===== config.mk =====
export PLATFORM = sky130hd
export DESIGN_NAME = cdhif_regs
export DESIGN_NICKNAME = d
export VERILOG_FILES = /design/src/rtl/cdhif_pkg.sv /design/src/rtl/cdhif_pulse_reg.sv /design/src/rtl/cdhif_flagbank.sv /design/src/rtl/cdhif_fifo.sv /design/src/rtl/cdhif_regs.sv
export SDC_FILE = /design/constraint.sdc
export NUM_CORES = 1
export LEC_CHECK = 0
export BUFFER_PORTS_ARGS = -buffer_cell sky130_fd_sc_hd__buf_2
export CAP_MARGIN = 20
export CELL_PAD_IN_SITES_DETAIL_PLACEMENT = 0
export CELL_PAD_IN_SITES_GLOBAL_PLACEMENT = 1
export CORE_ASPECT_RATIO = 1.1
export CORE_UTILIZATION = 46
export CTS_CLUSTER_DIAMETER = 120
export DETAILED_ROUTE_END_ITERATION = 16
export GPL_TIMING_DRIVEN = 0
export PLACE_DENSITY = 0.75
export SYNTH_ARGS = -nofsm -noshare
export SYNTH_HDL_FRONTEND = slang
export SYNTH_HIERARCHICAL = 1
export SYNTH_SLANG_ARGS = --single-unit

===== constraint.sdc =====
create_clock -name clk -period 3 [get_ports clk]
set_clock_uncertainty 0.1 [all_clocks]
set_input_delay 0.3 -clock clk [delete_from_list [all_inputs] [get_ports clk]]
set_output_delay 0.3 -clock clk [all_outputs]
set_load 0.05 [all_outputs]

===== src/rtl/cdhif_pkg.sv =====
package cdhif_pkg;
   // host side addresses
   localparam int HA_CMD  = 0;
   localparam int HA_PRM  = 1;
   localparam int HA_RES  = 2;
   localparam int HA_HCLR = 3;
   // sub-CPU side addresses
   localparam int SA_STAT = 0;
   localparam int SA_INT  = 1;
   localparam int SA_PRM  = 2;
   localparam int SA_CLR  = 3;
   localparam int SA_HINT = 4;
   localparam int SA_MASK = 5;
   localparam int SA_CMD  = 6;
   // status byte layout
   localparam int ST_BUSY = 7;
   localparam int ST_RWR  = 6;
   localparam int ST_REMP = 5;
   localparam int ST_PRDY = 4;
   localparam int ST_DMA  = 3;
   // interrupt status positions driven internally
   localparam int IS_HRST = 0;
   localparam int IS_HCMD = 1;
   localparam int IS_REMP = 5;
   // clear-control bits
   localparam int CLR_RES  = 0;
   localparam int CLR_BUSY = 1;
   // host clear: chip reset report bit
   localparam int HC_RST   = 7;
endpackage


===== src/rtl/cdhif_pulse_reg.sv =====
module cdhif_pulse_reg #(
   parameter int W = 8
) (
   input  logic         clk,
   input  logic         rst_n,
   input  logic         load,
   input  logic [W-1:0] din,
   output logic [W-1:0] q
);
   // holds a written value for one cycle, then returns to zero
   always_ff @(posedge clk or negedge rst_n) begin
      if (!rst_n)    q <= '0;
      else if (load) q <= din;
      else           q <= '0;
   end
endmodule


===== src/rtl/cdhif_flagbank.sv =====
module cdhif_flagbank #(
   parameter int N        = 8,
   parameter bit SET_WINS = 1'b1
) (
   input  logic         clk,
   input  logic         rst_n,
   input  logic [N-1:0] set,
   input  logic [N-1:0] clr,
   output logic [N-1:0] q
);
   for (genvar i = 0; i < N; i++) begin : g_bit
      if (SET_WINS) begin : g_setwin
         always_ff @(posedge clk or negedge rst_n) begin
            if (!rst_n)      q[i] <= 1'b0;
            else if (set[i]) q[i] <= 1'b1;
            else if (clr[i]) q[i] <= 1'b0;
         end
      end else begin : g_clrwin
         always_ff @(posedge clk or negedge rst_n) begin
            if (!rst_n)      q[i] <= 1'b0;
            else if (clr[i]) q[i] <= 1'b0;
            else if (set[i]) q[i] <= 1'b1;
         end
      end
   end
endmodule


===== src/rtl/cdhif_fifo.sv =====
module cdhif_fifo #(
   parameter int W     = 8,
   parameter int DEPTH = 8
) (
   input  logic                       clk,
   input  logic                       rst_n,
   input  logic                       clr,
   input  logic                       push,
   input  logic [W-1:0]               din,
   input  logic                       pop,
   output logic [W-1:0]               head,
   output logic                       empty,
   output logic                       full,
   output logic [$clog2(DEPTH+1)-1:0] cnt
);
   localparam int PTR_W = $clog2(DEPTH);
   localparam int CNT_W = $clog2(DEPTH+1);

   logic [W-1:0]     mem [DEPTH];
   logic [PTR_W-1:0] wr_ptr, rd_ptr;
   logic             push_ok, pop_ok;

   assign empty   = (cnt == '0);
   assign full    = (cnt == CNT_W'(DEPTH));
   assign push_ok = push && !full;
   assign pop_ok  = pop && !empty;
   assign head    = mem[rd_ptr];

   always_ff @(posedge clk) begin
      if (push_ok && !clr) mem[wr_ptr] <= din;
   end

   always_ff @(posedge clk or negedge rst_n) begin
      if (!rst_n) begin
         wr_ptr <= '0;
         rd_ptr <= '0;
         cnt    <= '0;
      end else if (clr) begin
         wr_ptr <= '0;
         rd_ptr <= '0;
         cnt    <= '0;
      end else begin
         if (push_ok) wr_ptr <= wr_ptr + 1'b1;
         if (pop_ok)  rd_ptr <= rd_ptr + 1'b1;
         case ({push_ok, pop_ok})
            2'b10:   cnt <= cnt + 1'b1;
            2'b01:   cnt <= cnt - 1'b1;
            default: cnt <= cnt;
         endcase
      end
   end
endmodule


===== src/rtl/cdhif_regs.sv =====
module cdhif_regs
   import cdhif_pkg::*;
#(
   parameter int DATA_W    = 8,
   parameter int ADDR_W    = 3,
   parameter int RES_DEPTH = 8,
   parameter int N_HINT    = 3,
   parameter bit SET_WINS  = 1'b1
) (
   input  logic              clk,
   input  logic              rst_n,
   input  logic [ADDR_W-1:0] h_addr,
   input  logic [DATA_W-1:0] h_wdata,
   input  logic              h_wr,
   input  logic              h_rd,
   output logic [DATA_W-1:0] h_rdata,
   input  logic [ADDR_W-1:0] s_addr,
   input  logic [DATA_W-1:0] s_wdata,
   input  logic              s_wr,
   input  logic              s_rd,
   output logic [DATA_W-1:0] s_rdata,
   input  logic [DATA_W-1:0] evt_i,
   input  logic              dma_busy_i,
   output logic              sub_irq_o,
   output logic              host_irq_o
);
   localparam int CNT_W = $clog2(RES_DEPTH+1);

   // elaboration-time parameter checks
   if (DATA_W != 8) begin : g_bad_dw
      $error("cdhif_regs: status layout needs DATA_W of 8");
   end
   if (ADDR_W < 3) begin : g_bad_aw
      $error("cdhif_regs: ADDR_W must cover seven sub-CPU registers");
   end
   if (RES_DEPTH < 2 || (RES_DEPTH & (RES_DEPTH - 1)) != 0) begin : g_bad_depth
      $error("cdhif_regs: RES_DEPTH must be a power of two, at least 2");
   end
   if (N_HINT < 1 || N_HINT > 3) begin : g_bad_hint
      $error("cdhif_regs: N_HINT must be 1 to 3");
   end

   // address decode
   logic h_cmd_wr, h_prm_wr, h_res_rd, h_clr_wr;
   logic s_int_wr, s_prm_rd, s_res_wr, s_clr_wr, s_hint_wr, s_mask_wr;

   assign h_cmd_wr  = h_wr && (int'(h_addr) == HA_CMD);
   assign h_prm_wr  = h_wr && (int'(h_addr) == HA_PRM);
   assign h_res_rd  = h_rd && (int'(h_addr) == HA_RES);
   assign h_clr_wr  = h_wr && (int'(h_addr) == HA_HCLR);
   assign s_int_wr  = s_wr && (int'(s_addr) == SA_INT);
   assign s_prm_rd  = s_rd && (int'(s_addr) == SA_PRM);
   assign s_res_wr  = s_wr && (int'(s_addr) == SA_PRM);
   assign s_clr_wr  = s_wr && (int'(s_addr) == SA_CLR);
   assign s_hint_wr = s_wr && (int'(s_addr) == SA_HINT);
   assign s_mask_wr = s_wr && (int'(s_addr) == SA_MASK);

   // self-clearing clear registers
   logic [DATA_W-1:0] clrc_q, iclr_q;

   cdhif_pulse_reg #(.W(DATA_W)) u_clrc (
      .clk(clk), .rst_n(rst_n), .load(s_clr_wr), .din(s_wdata), .q(clrc_q));

   cdhif_pulse_reg #(.W(DATA_W)) u_iclr (
      .clk(clk), .rst_n(rst_n), .load(s_int_wr), .din(s_wdata), .q(iclr_q));

   // result FIFO
   logic [DATA_W-1:0] fifo_head;
   logic              fifo_empty, fifo_full;
   logic [CNT_W-1:0]  fifo_cnt;

   cdhif_fifo #(.W(DATA_W), .DEPTH(RES_DEPTH)) u_res (
      .clk(clk), .rst_n(rst_n), .clr(clrc_q[CLR_RES]),
      .push(s_res_wr), .din(s_wdata), .pop(h_res_rd),
      .head(fifo_head), .empty(fifo_empty), .full(fifo_full), .cnt(fifo_cnt));

   // busy and parameter-ready flags
   logic busy_q, prm_rdy;

   cdhif_flagbank #(.N(1), .SET_WINS(SET_WINS)) u_busy (
      .clk(clk), .rst_n(rst_n), .set(h_cmd_wr), .clr(clrc_q[CLR_BUSY]), .q(busy_q));

   cdhif_flagbank #(.N(1), .SET_WINS(SET_WINS)) u_prdy (
      .clk(clk), .rst_n(rst_n), .set(h_prm_wr), .clr(s_prm_rd), .q(prm_rdy));

   // interrupt status
   logic [DATA_W-1:0] int_src, ists_q;
   logic              empties;

   assign empties = h_res_rd && (fifo_cnt == CNT_W'(1)) && !(s_res_wr && !fifo_full)
                    && !clrc_q[CLR_RES];

   always_comb begin
      int_src          = '0;
      int_src[IS_HRST] = h_clr_wr && h_wdata[HC_RST];
      int_src[IS_HCMD] = h_cmd_wr;
      int_src[IS_REMP] = empties;
   end

   cdhif_flagbank #(.N(DATA_W), .SET_WINS(SET_WINS)) u_ists (
      .clk(clk), .rst_n(rst_n), .set(evt_i | int_src), .clr(iclr_q), .q(ists_q));

   // host interrupt flags
   logic [N_HINT-1:0] hint_q, hint_set, hint_clr;

   assign hint_set = s_hint_wr ? s_wdata[N_HINT-1:0] : '0;
   assign hint_clr = h_clr_wr  ? h_wdata[N_HINT-1:0] : '0;

   cdhif_flagbank #(.N(N_HINT), .SET_WINS(SET_WINS)) u_hint (
      .clk(clk), .rst_n(rst_n), .set(hint_set), .clr(hint_clr), .q(hint_q));

   // plain registers
   logic [DATA_W-1:0] mask_q, cmd_q, prm_q, last_q;
   logic              dma_q;

   always_ff @(posedge clk or negedge rst_n) begin
      if (!rst_n) begin
         mask_q <= '0;
         cmd_q  <= '0;
         prm_q  <= '0;
         last_q <= '0;
         dma_q  <= 1'b0;
      end else begin
         dma_q <= dma_busy_i;
         if (s_mask_wr) mask_q <= s_wdata;
         if (h_cmd_wr)  cmd_q  <= h_wdata;
         if (h_prm_wr)  prm_q  <= h_wdata;
         if (h_res_rd && !fifo_empty) last_q <= fifo_head;
      end
   end

   // status byte shared by both sides
   logic [DATA_W-1:0] stat_byte;
   logic [2:0]        hint3;

   assign hint3     = 3'(hint_q);
   assign stat_byte = {busy_q, !fifo_full, fifo_empty, prm_rdy, dma_q, hint3};

   // registered read data
   always_ff @(posedge clk or negedge rst_n) begin
      if (!rst_n) begin
         h_rdata <= '0;
      end else if (h_rd) begin
         case (int'(h_addr))
            HA_CMD:  h_rdata <= stat_byte;
            HA_RES:  h_rdata <= fifo_empty ? last_q : fifo_head;
            default: h_rdata <= '0;
         endcase
      end
   end

   always_ff @(posedge clk or negedge rst_n) begin
      if (!rst_n) begin
         s_rdata <= '0;
      end else if (s_rd) begin
         case (int'(s_addr))
            SA_STAT: s_rdata <= stat_byte;
            SA_INT:  s_rdata <= ists_q;
            SA_PRM:  s_rdata <= prm_q;
            SA_CLR:  s_rdata <= clrc_q;
            SA_HINT: s_rdata <= DATA_W'(hint_q);
            SA_MASK: s_rdata <= mask_q;
            SA_CMD:  s_rdata <= cmd_q;
            default: s_rdata <= '0;
         endcase
      end
   end

   assign sub_irq_o  = |(ists_q & mask_q);
   assign host_irq_o = |hint_q;

   logic unused_hbits;
   assign unused_hbits = ^h_wdata[HC_RST-1:N_HINT];
endmodule


Yosys cells after proc, flatten, opt, wreduce, memory -nomap -nowiden:

Memory sizes are Yosys's and may differ from the RTL's.
Cells that the tools add are included.

* add/subtract/negate cells: 4
* equal/unequal tests: 19
* mux-type cells: 41
* bitwise logic cells: 2
* reductions and logical operators: 43

Operators by type and width (count)
* 8-bit one-hot mux with 7 select lines: 1
* 2-bit nonzero test: 15
* 1-bit two-way mux: 28
* 3-bit equality test (second input constant): 9
* 8-bit two-way mux: 3
* 3-bit two-way mux: 6
* 1-bit logical AND: 17
* 8-bit one-hot mux with 2 select lines: 1
* 3-bit by 2-bit equality test with 1-bit output (second input constant): 5
* 3-bit logical NOT: 3
* 8-bit bitwise AND: 1
* 8-bit by 6-bit OR with 8-bit output: 1
* 4-bit one-hot mux with 2 select lines: 1
* 8-bit OR reduction: 1
* 3-bit by 1-bit adder with 3-bit output (second input constant): 2
* 4-bit by 1-bit adder with 4-bit output (second input constant): 1
* 4-bit by 1-bit equality test with 1-bit output (second input constant): 1
* 4-bit equality test (second input constant): 1
* 1-bit logical NOT: 4
* 4-bit logical NOT: 1
* 4-bit two-way mux: 1
* 4-bit by 1-bit subtractor with 4-bit output (second input constant): 1
* 3-bit by 1-bit equality test with 1-bit output (second input constant): 1
* 3-bit nonzero test: 1
* other kinds (3): 3

* flip-flop bits (word level): 88
* RAM bits: 64
* bits of input ports: 37
* output and inout port bits: 18
* logic and storage cells: 135
* memories kept: 1

Memory list
* u_res.mem: words 8, width 8, read ports 1, clocked after Yosys merged registers in 0, wr ports 1, RTL line cdhif_fifo.sv:19 `logic [W-1:0] mem [DEPTH];`

Depth between registers and ports, before layout:

Gate-level depths: netlist (run 1).

* word-level depth: 8
* mapped depth: 10
* mapped depth without buffers: 8

Modules after synthesis:

Netlist (run 1), hierarchy kept.

Modules (own cells, without submodules)
* cdhif_fifo: times used 1, cells each 170, area an instance 3118.0 sq um
* cdhif_regs: times used 1, cells each 250, area an instance 2748.9 sq um
* cdhif_pulse_reg: times used 2, cells each 16, area an instance 250.2 sq um
* cdhif_flagbank at u_ists: times used 1, cells each 24, area an instance 290.3 sq um
* cdhif_flagbank at u_hint: times used 1, cells each 9, area an instance 108.9 sq um
* cdhif_flagbank at u_busy ...: times used 2, cells each 3, area an instance 36.3 sq um

Worst setup path before layout (run 1):

No wires, ideal clock.

* path kind: register -> register
* start: reg u_res.cnt[0]
* end: reg u_res.cnt[3]
* arrival time: 2.502 ns
* required time: 2.796 ns
* slack: 0.294 ns
* cell stages (with the launch flop): 10
* buffers on the path: 2
* period minus slack after synthesis: 2.706 ns
* cell sequence: dfrtp_1 -> buf_6 -> or4b_4 -> buf_6 -> a21oi_4 -> ha_1 -> a21oi_1 -> nand2_1 -> or4b_1 -> o311ai_1

* longest elaborated chain between the ends: 6
* elaborated cells on any way between the ends: 13
* classes of those cells: add/sub (2); eq/ne (3); mux (2); reduce/logical (6)

RTL lines
* start, declared: RTL line cdhif_fifo.sv:14 `output logic [$clog2(DEPTH+1)-1:0] cnt`
* start signal, assigned: RTL line cdhif_fifo.sv:46 `2'b10: cnt <= cnt + 1'b1;`
* start signal, assigned: RTL line cdhif_fifo.sv:47 `2'b01: cnt <= cnt - 1'b1;`
* start signal, assigned: RTL line cdhif_fifo.sv:48 `default: cnt <= cnt;`
* 4-bit equality test or 4-bit logical NOT (tied branches): RTL line cdhif_fifo.sv:24, cdhif_fifo.sv:23
* 1-bit logical NOT (on tied branches): RTL line cdhif_fifo.sv:25, cdhif_fifo.sv:26
* 1-bit logical AND (on tied branches): RTL line cdhif_fifo.sv:25, cdhif_fifo.sv:26
* 2-bit by 1-bit equality test with 1-bit output or 2-bit equality test (tied branches): RTL line cdhif_fifo.sv:45 `case ({push_ok, pop_ok})`
* 4-bit one-hot mux with 2 select lines: RTL line cdhif_fifo.sv:45
* 4-bit two-way mux: RTL line cdhif_fifo.sv:38 `end else if (clr) begin`

Several ways; a longest one is shown, not always the timed one.
A chain may end at the register's enable or synchronous reset.

Final worst setup path (run 1):

Same ends and word-level chain as after synthesis.

==> flow_metrics.tcl, run 1 <==
set metrics [dict create \
    status "finished clean" \
    worst_pin_slew_ns 0.955 \
    wire_per_inst_um 19.6 \
    viasPerCell 5.51 \
    cp-start-kind "register" \
    drive_above_1_share 0.282 \
    crit_end "u_res/cnt[3]" \
    dp.cells 739 \
    critical_path.startpoint "u_res/cnt[0]" \
    fin_cells 778 \
    grt-ovfl-total 0 \
    synth_edf_count 64 \
    postPlaceCellArea_um2 7390 \
    coreArea_um2 14400 \
    cts_tree "yes" \
    cts_setup_buffers 0 \
    p_per_area_nw_per_um2 778 \
    grt_setup_unrepaired "no" \
    yosys.area_share.xor_xnor 0.00768 \
    wirelength_um 15200 \
    wl_met1_um 6920 \
    end_kind "register" \
    synth_cell_types 60 \
    ant_nets 0 \
    insertion_delay_ns 0.43 \
    path_clk_slew_ns 0.06 \
    critPathRequiredTime_ns 3.22 \
    synthMuxAreaShare 0.160 \
    synth_seq_cells 152 \
    synth_top_area_frac 0.322 \
    reg2reg_depth 9 \
    yosysMostFrequentCell "dfrtp_1" \
    htree_levels 4 \
    maxSlewHeadroom 0.361 \
    crit_type "reg -> reg" \
    grt_usage 0.215 \
    cts-root-buf "clkbuf_16" \
    die_area_um2 15400 \
    synthAdderAreaFrac 0.0102 \
    async_flop_share 0.579 \
    globalplace.congestion 0.817 \
    synth.avg_cell_area_um2 13.9 \
    yosys.area.top_type "dfrtp_1" \
    syn_nets 533 \
    timing.fmax_mhz 343 \
    numCtsBuffers 17 \
    row_count 46 \
    r2r-start "u_res/cnt[0]" \
    crit_fanout 7 \
    portBuffers 53 \
    num_vias 4284 \
    maxSlewViolCount 0 \
    r2r_end "u_res/cnt[3]" \
    antenna_found_initial 0 \
    yosys-top-cells-area "dfrtp_1 32%, edfxtp_1 28%, mux2_2 6.1%" \
    clock_path_buffers 2 \
    drc 0 \
    fill_cells 1197 \
    hold_viol 0 \
    synth_seq_area_share 0.603 \
    fin_hold_ws_ns 0.0200 \
    synth-simple-area-share 0.0988 \
    syn_area_um2 6840 \
    synth_commonest_cells "88 x dfrtp_1, 64 x edfxtp_1, 37 x mux2_2, 33 x inv_1, 30 x nor2_1" \
    layout_min_cycle_time_ns 2.92 \
    min_path_type "in -> reg" \
    antenna_cells 0 \
    synth_top_family_by_area "multiplexers" \
    top_layer "met4" \
    drtPass1Iterations 4 \
    syn_inst 491 \
    leakage_uw 0.00328 \
    die_y_um 130 \
    r2r_slack_ns 0.08 \
    multi_input_area_um2 2480 \
    initial_core_util 0.473 \
    seqCellArea_um2 4120 \
    grt_pass1_vias 4407 \
    dr_wl_met2_um 7180 \
    crit_arrival_ns 3.13 \
    cts_sinks 152 \
    finalInstanceArea_um2 8060 \
    die_w_um 118 \
    maxCapViolations 0 \
    max-vdd-ir-drop_mv 0.518 \
    period_share 0.973 \
    nNetsFinal 615 \
    dp_hpwl_um 10700 \
    setup_viol 0 \
    grt_pass1_wl_um 24200 \
    io_pins 55 \
    ys_dominant_reg_cell "dfrtp_1" \
    syn_to_final_growth_pct 17.9 \
    drt_iter0_markers 336 \
    synth_compound_area_frac 0.0829 \
    synth_warnings 6 \
    wl_met3_um 850 \
    grt_max_degree 53 \
]
[layout by cell type, fill, tap and decap left out, types with 4 or more instances in the layout]
cell type,instances
o221ai_1,8
o22a_1,4
clkbuf_16,17
dlygate4sd3_1,7
a22oi_1,6
a21o_1,15
nand3_1,6
edfxtp_1,64
clkinv_4,6
nand2b_1,11
mux2_2,37
o21ai_0,7
clkbuf_1,19
nor2_1,30
o2111ai_1,5
buf_2,56
nand2_1,9
dfrtp_1,88
and2_1,22
mux2i_1,20
ha_1,4
mux2_4,8
and3b_1,8
nor3_1,6
mux4_2,16
inv_1,33
a211o_1,9
[metrics by stage]
step                utilization  TNS (ns)  power, uW  setup slack [ns]
global route              0.558         0       6550           0.00519
CTS                       0.557         0       6300            0.0306
finish                    0.558         0       6270            0.0804
floorplan                     -         0       3760             0.294
global placement          0.508    -25.64       4140            -0.673
detailed placement        0.512    -20.90       4200            -0.408
[sequential cells by signal (all words and copies together), names as in the netlist, 4 cells and up]
register,flops
last_q,8
s_rdata,8
cmd_q,8
u_res/cnt,4
u_iclr/q,8
u_clrc/q,8
u_ists/q,8
h_rdata,8
mask_q,8
u_res/mem,64
prm_q,8
[cell families after synthesis]
logic type               count (synthesis)
AND/OR/NAND/NOR                        116
flip-flops                             152
AO/OA/AOI/OAI                           71
multiplexers                            81
adder cells (fa/ha/maj)                  5
buffers and inverters                   60
XOR/XNOR                                 6
[critical path: stages (launching register included)]
cell and delay (ns):
dfrtp_1 0.44, buf_6 0.17, or4b_4 0.51, buf_6 0.15, a21oi_4 0.21, ha_1 0.31
a21oi_2 0.20, nand2_1 0.09, or4b_1 0.53, o311ai_1 0.10
[per-layer routing]
layer / track usage / vias to the layer above
li1: - / 1972
met1: 0.289 / 2180
met2: 0.336 / 112
met3: 0.0511 / 20
met4: 0.0905 / 0
met5: 0 / -
[power breakdown]
group | switching [uW] | internal (uW) | leakage (uW)
combinational | 805 | 728 | 0.00134
clock | 851 | 1230 | 0.000275
sequential | 228 | 2430 | 0.00166
[repair_timing]
item	CTS	global route
setup endpoints to repair	0	59
resized for setup	0	4
hold endpoints to repair	42	0
hold buffers	7	0
[layout make-up]
type / count / share of cell area
buffer: 27 / 0.0161
clock buffer: 19 / 0.0537
clock inverter: 13 / 0.0188
inverter: 33 / 0.0154
multi-input combinational: 279 / 0.307
sequential: 152 / 0.512
tap: 192 / 0.0298
timing repair buffer: 63 / 0.0472
[how the worst min path moves through the flow]
stage	from	end	slack, ns	depth (start not counted)
after floorplan	rst_n	cmd_q[0]	-0.1	0
after detailed placement	rst_n	h_rdata[1]	0.20	1
after global placement	dma_busy_i	dma_q	0.31	1
after CTS	h_wdata[5]	cmd_q[5]	0.01	2
after global routing	h_wdata[5]	cmd_q[5]	0.02	2
final	h_wdata[5]	cmd_q[5]	0.02	2
Power figures use the tool's default switching activity.
==> inputs of run 2 (changes only) <==
Settings changed: RECOVER_POWER set to 100.
==> run 2 against run 1 <==
Compared with the run above: the flow now finishes with violations (capacitance limit, slew limit); non-clock buffer count is the same; sequential power about the same; sequential share of layout area increased by 0.24 points; count of clock-buffer cells in the layout unchanged; die area unchanged; global-route usage unchanged; clock power hardly changed; critical path type unchanged; largest power group unchanged.
==> flow_metrics.tcl, run 2 (synthesis results as in run 1) <==
set metrics [dict create \
    viasPerCell 5.53 \
    numCtsBuffers 17 \
    cts_setup_buffers 0 \
    drt_iter0_markers 278 \
    fill_cells 1209 \
    largest_reg_flops 64 \
    max-vdd-ir-drop_mv 0.515 \
    crit_fanout 7 \
    num_vias 4305 \
    clock_path_buffers 2 \
    dp_hpwl_um 10700 \
    cts_tree "yes" \
    min_to "cmd_q[5]" \
    cp_cell_sequence "buf_6 > or4b_4 > buf_6 > a21oi_4 > ha_1 > a21oi_2 > nand2_1 > or4b_1 > o311ai_1" \
    htree_levels 4 \
    setup_viol 0 \
    portBuffers 53 \
    die_y_um 130 \
    die_area_um2 15400 \
    regMostFlops "u_res/mem" \
    io_pins 55 \
    cts_sinks 152 \
    path_buf_inv 2 \
    postPlaceCellArea_um2 7390 \
    row_count 46 \
    worstHoldStart "h_wdata[5]" \
    finalInstanceArea_um2 8020 \
    r2r_slack_ns 0.08 \
    cp-start-kind "register" \
    die_w_um 118 \
    worst_pin_slew_ns 2.14 \
    maxSlewViolCount 37 \
    grt_setup_unrepaired "no" \
    cpPeakStageDelay_ns 0.53 \
    cp_slowest_cell "or4b_1" \
    antenna_cells 0 \
    path_clk_slew_ns 0.06 \
    drive_above_1_share 0.234 \
    maxCapViolations 1 \
    syn_to_final_growth_pct 17.3 \
    final_cell_mix "88 x dfrtp_1, 64 x edfxtp_1, 47 x clkbuf_1" \
    antenna_found_initial 0 \
    insertion_delay_ns 0.43 \
    layout_min_cycle_time_ns 2.92 \
    grt_pass1_vias 4407 \
    ant_nets 0 \
    wirelength_um 15200 \
    leakage_uw 0.00317 \
    crit_type "reg -> reg" \
    wire_per_inst_um 19.6 \
    grt_pass1_wl_um 24200 \
    grt_max_degree 53 \
    drtPass1Iterations 5 \
    cts-root-buf "clkbuf_16" \
    seqCellArea_um2 4120 \
    min_path_cells 2 \
    r2r-start "u_res/cnt[0]" \
    timing.fmax_mhz 342 \
    grt_usage 0.215 \
    multi_input_area_um2 2480 \
    violations "capacitance limit, slew limit" \
    drc 0 \
    status "complete, but fails checks" \
    critPathRequiredTime_ns 3.22 \
    grt-ovfl-total 0 \
    min_path_type "in -> reg" \
    p_per_area_nw_per_um2 780 \
    cpMostUsedCell "buf_6" \
    globalplace.congestion 0.817 \
    hold_viol 0 \
    reg2reg_depth 9 \
    initial_core_util 0.473 \
    maxSlewHeadroom -0.429 \
    coreArea_um2 14400 \
    crit_arrival_ns 3.14 \
    r2r_end "u_res/cnt[3]" \
    period_share 0.974 \
    nNetsFinal 615 \
    end_kind "register" \
    final_common_cell "dfrtp_1" \
    cp_top_family "simple AND/OR/NAND/NOR gates" \
    fin_hold_ws_ns 0.0244 \
]
[run 2: changes by cell type in the layout (fill, tap and decap cells not counted), sizes merged]
cell,before,now
buf,65,37
clkbuf,37,65
[run 2: what timing repair did]
action | in CTS | in global routing
hold buffers | 7 | 0
endpoints found under the hold margin | 42 | 0
setup endpoints to repair | 0 | 59
resized for setup | 0 | 4
[run 2: per-layer routing]
layer	track usage	vias up	routed length, um
met2	0.336	124	7200
met3	0.0511	19	816
met5	0	-	0
li1	-	1972	-
met4	0.0905	0	245
met1	0.289	2190	6970
[run 2: layout make-up]
| class | count | area share |
|---|---|---|
| clock buffers | 19 | 0.0540 |
| multi-input cells | 279 | 0.309 |
| inverters | 33 | 0.0154 |
| flip-flops and latches | 152 | 0.514 |
| clock inverters | 13 | 0.0189 |
| well taps | 192 | 0.0299 |
| plain buffers | 27 | 0.0161 |
| repair buffers | 63 | 0.0429 |
[run 2: worst reg2reg max path, stage by stage, from the launching register on]
cell and delay, ns:
dfrtp_1 0.44, buf_6 0.17, or4b_4 0.51, buf_6 0.15
a21oi_4 0.21, ha_1 0.31, a21oi_2 0.20, nand2_1 0.09
or4b_1 0.53, o311ai_1 0.10
[run 2: how the worst max path moves through the flow]
| stage | slack [ns] | startpoint | to | cells after the start |
|---|---|---|---|---|
| after CTS | 0.03 | u_res/cnt[0] | u_res/cnt[3] | 8 |
| final | 0.08 | u_res/cnt[0] | u_res/cnt[3] | 9 |
| after global routing | 0.005 | u_res/cnt[0] | u_res/cnt[3] | 9 |
| after floorplan | 0.29 | u_res/cnt[0] | u_res/cnt[3] | 9 |
| after global placement | -0.67 | s_addr[1] | u_res/mem[1][3] | 8 |
| after detailed placement | -0.41 | s_addr[1] | u_res/cnt[3] | 11 |
[run 2: power by group]
part	switching, uW	internal [uW]
sequential	229	2430
clock	848	1230
combinational	803	715
total	1880	4370
[run 2: stage by stage]
| step | worst slack [ns] | total power [uW] | util | setup TNS (ns) | cells |
|---|---|---|---|---|---|
| after floorplan | 0.294 | 3760 | - | 0 | 491 |
| after global placement | -0.673 | 4140 | 0.508 | -25.64 | 736 |
| after detailed placement | -0.408 | 4200 | 0.512 | -20.90 | 739 |
| after CTS | 0.0306 | 6300 | 0.557 | 0 | 778 |
| after global routing | 0.00519 | 6530 | 0.555 | 0 | 778 |
| final | 0.0788 | 6250 | 0.555 | 0 | 778 |
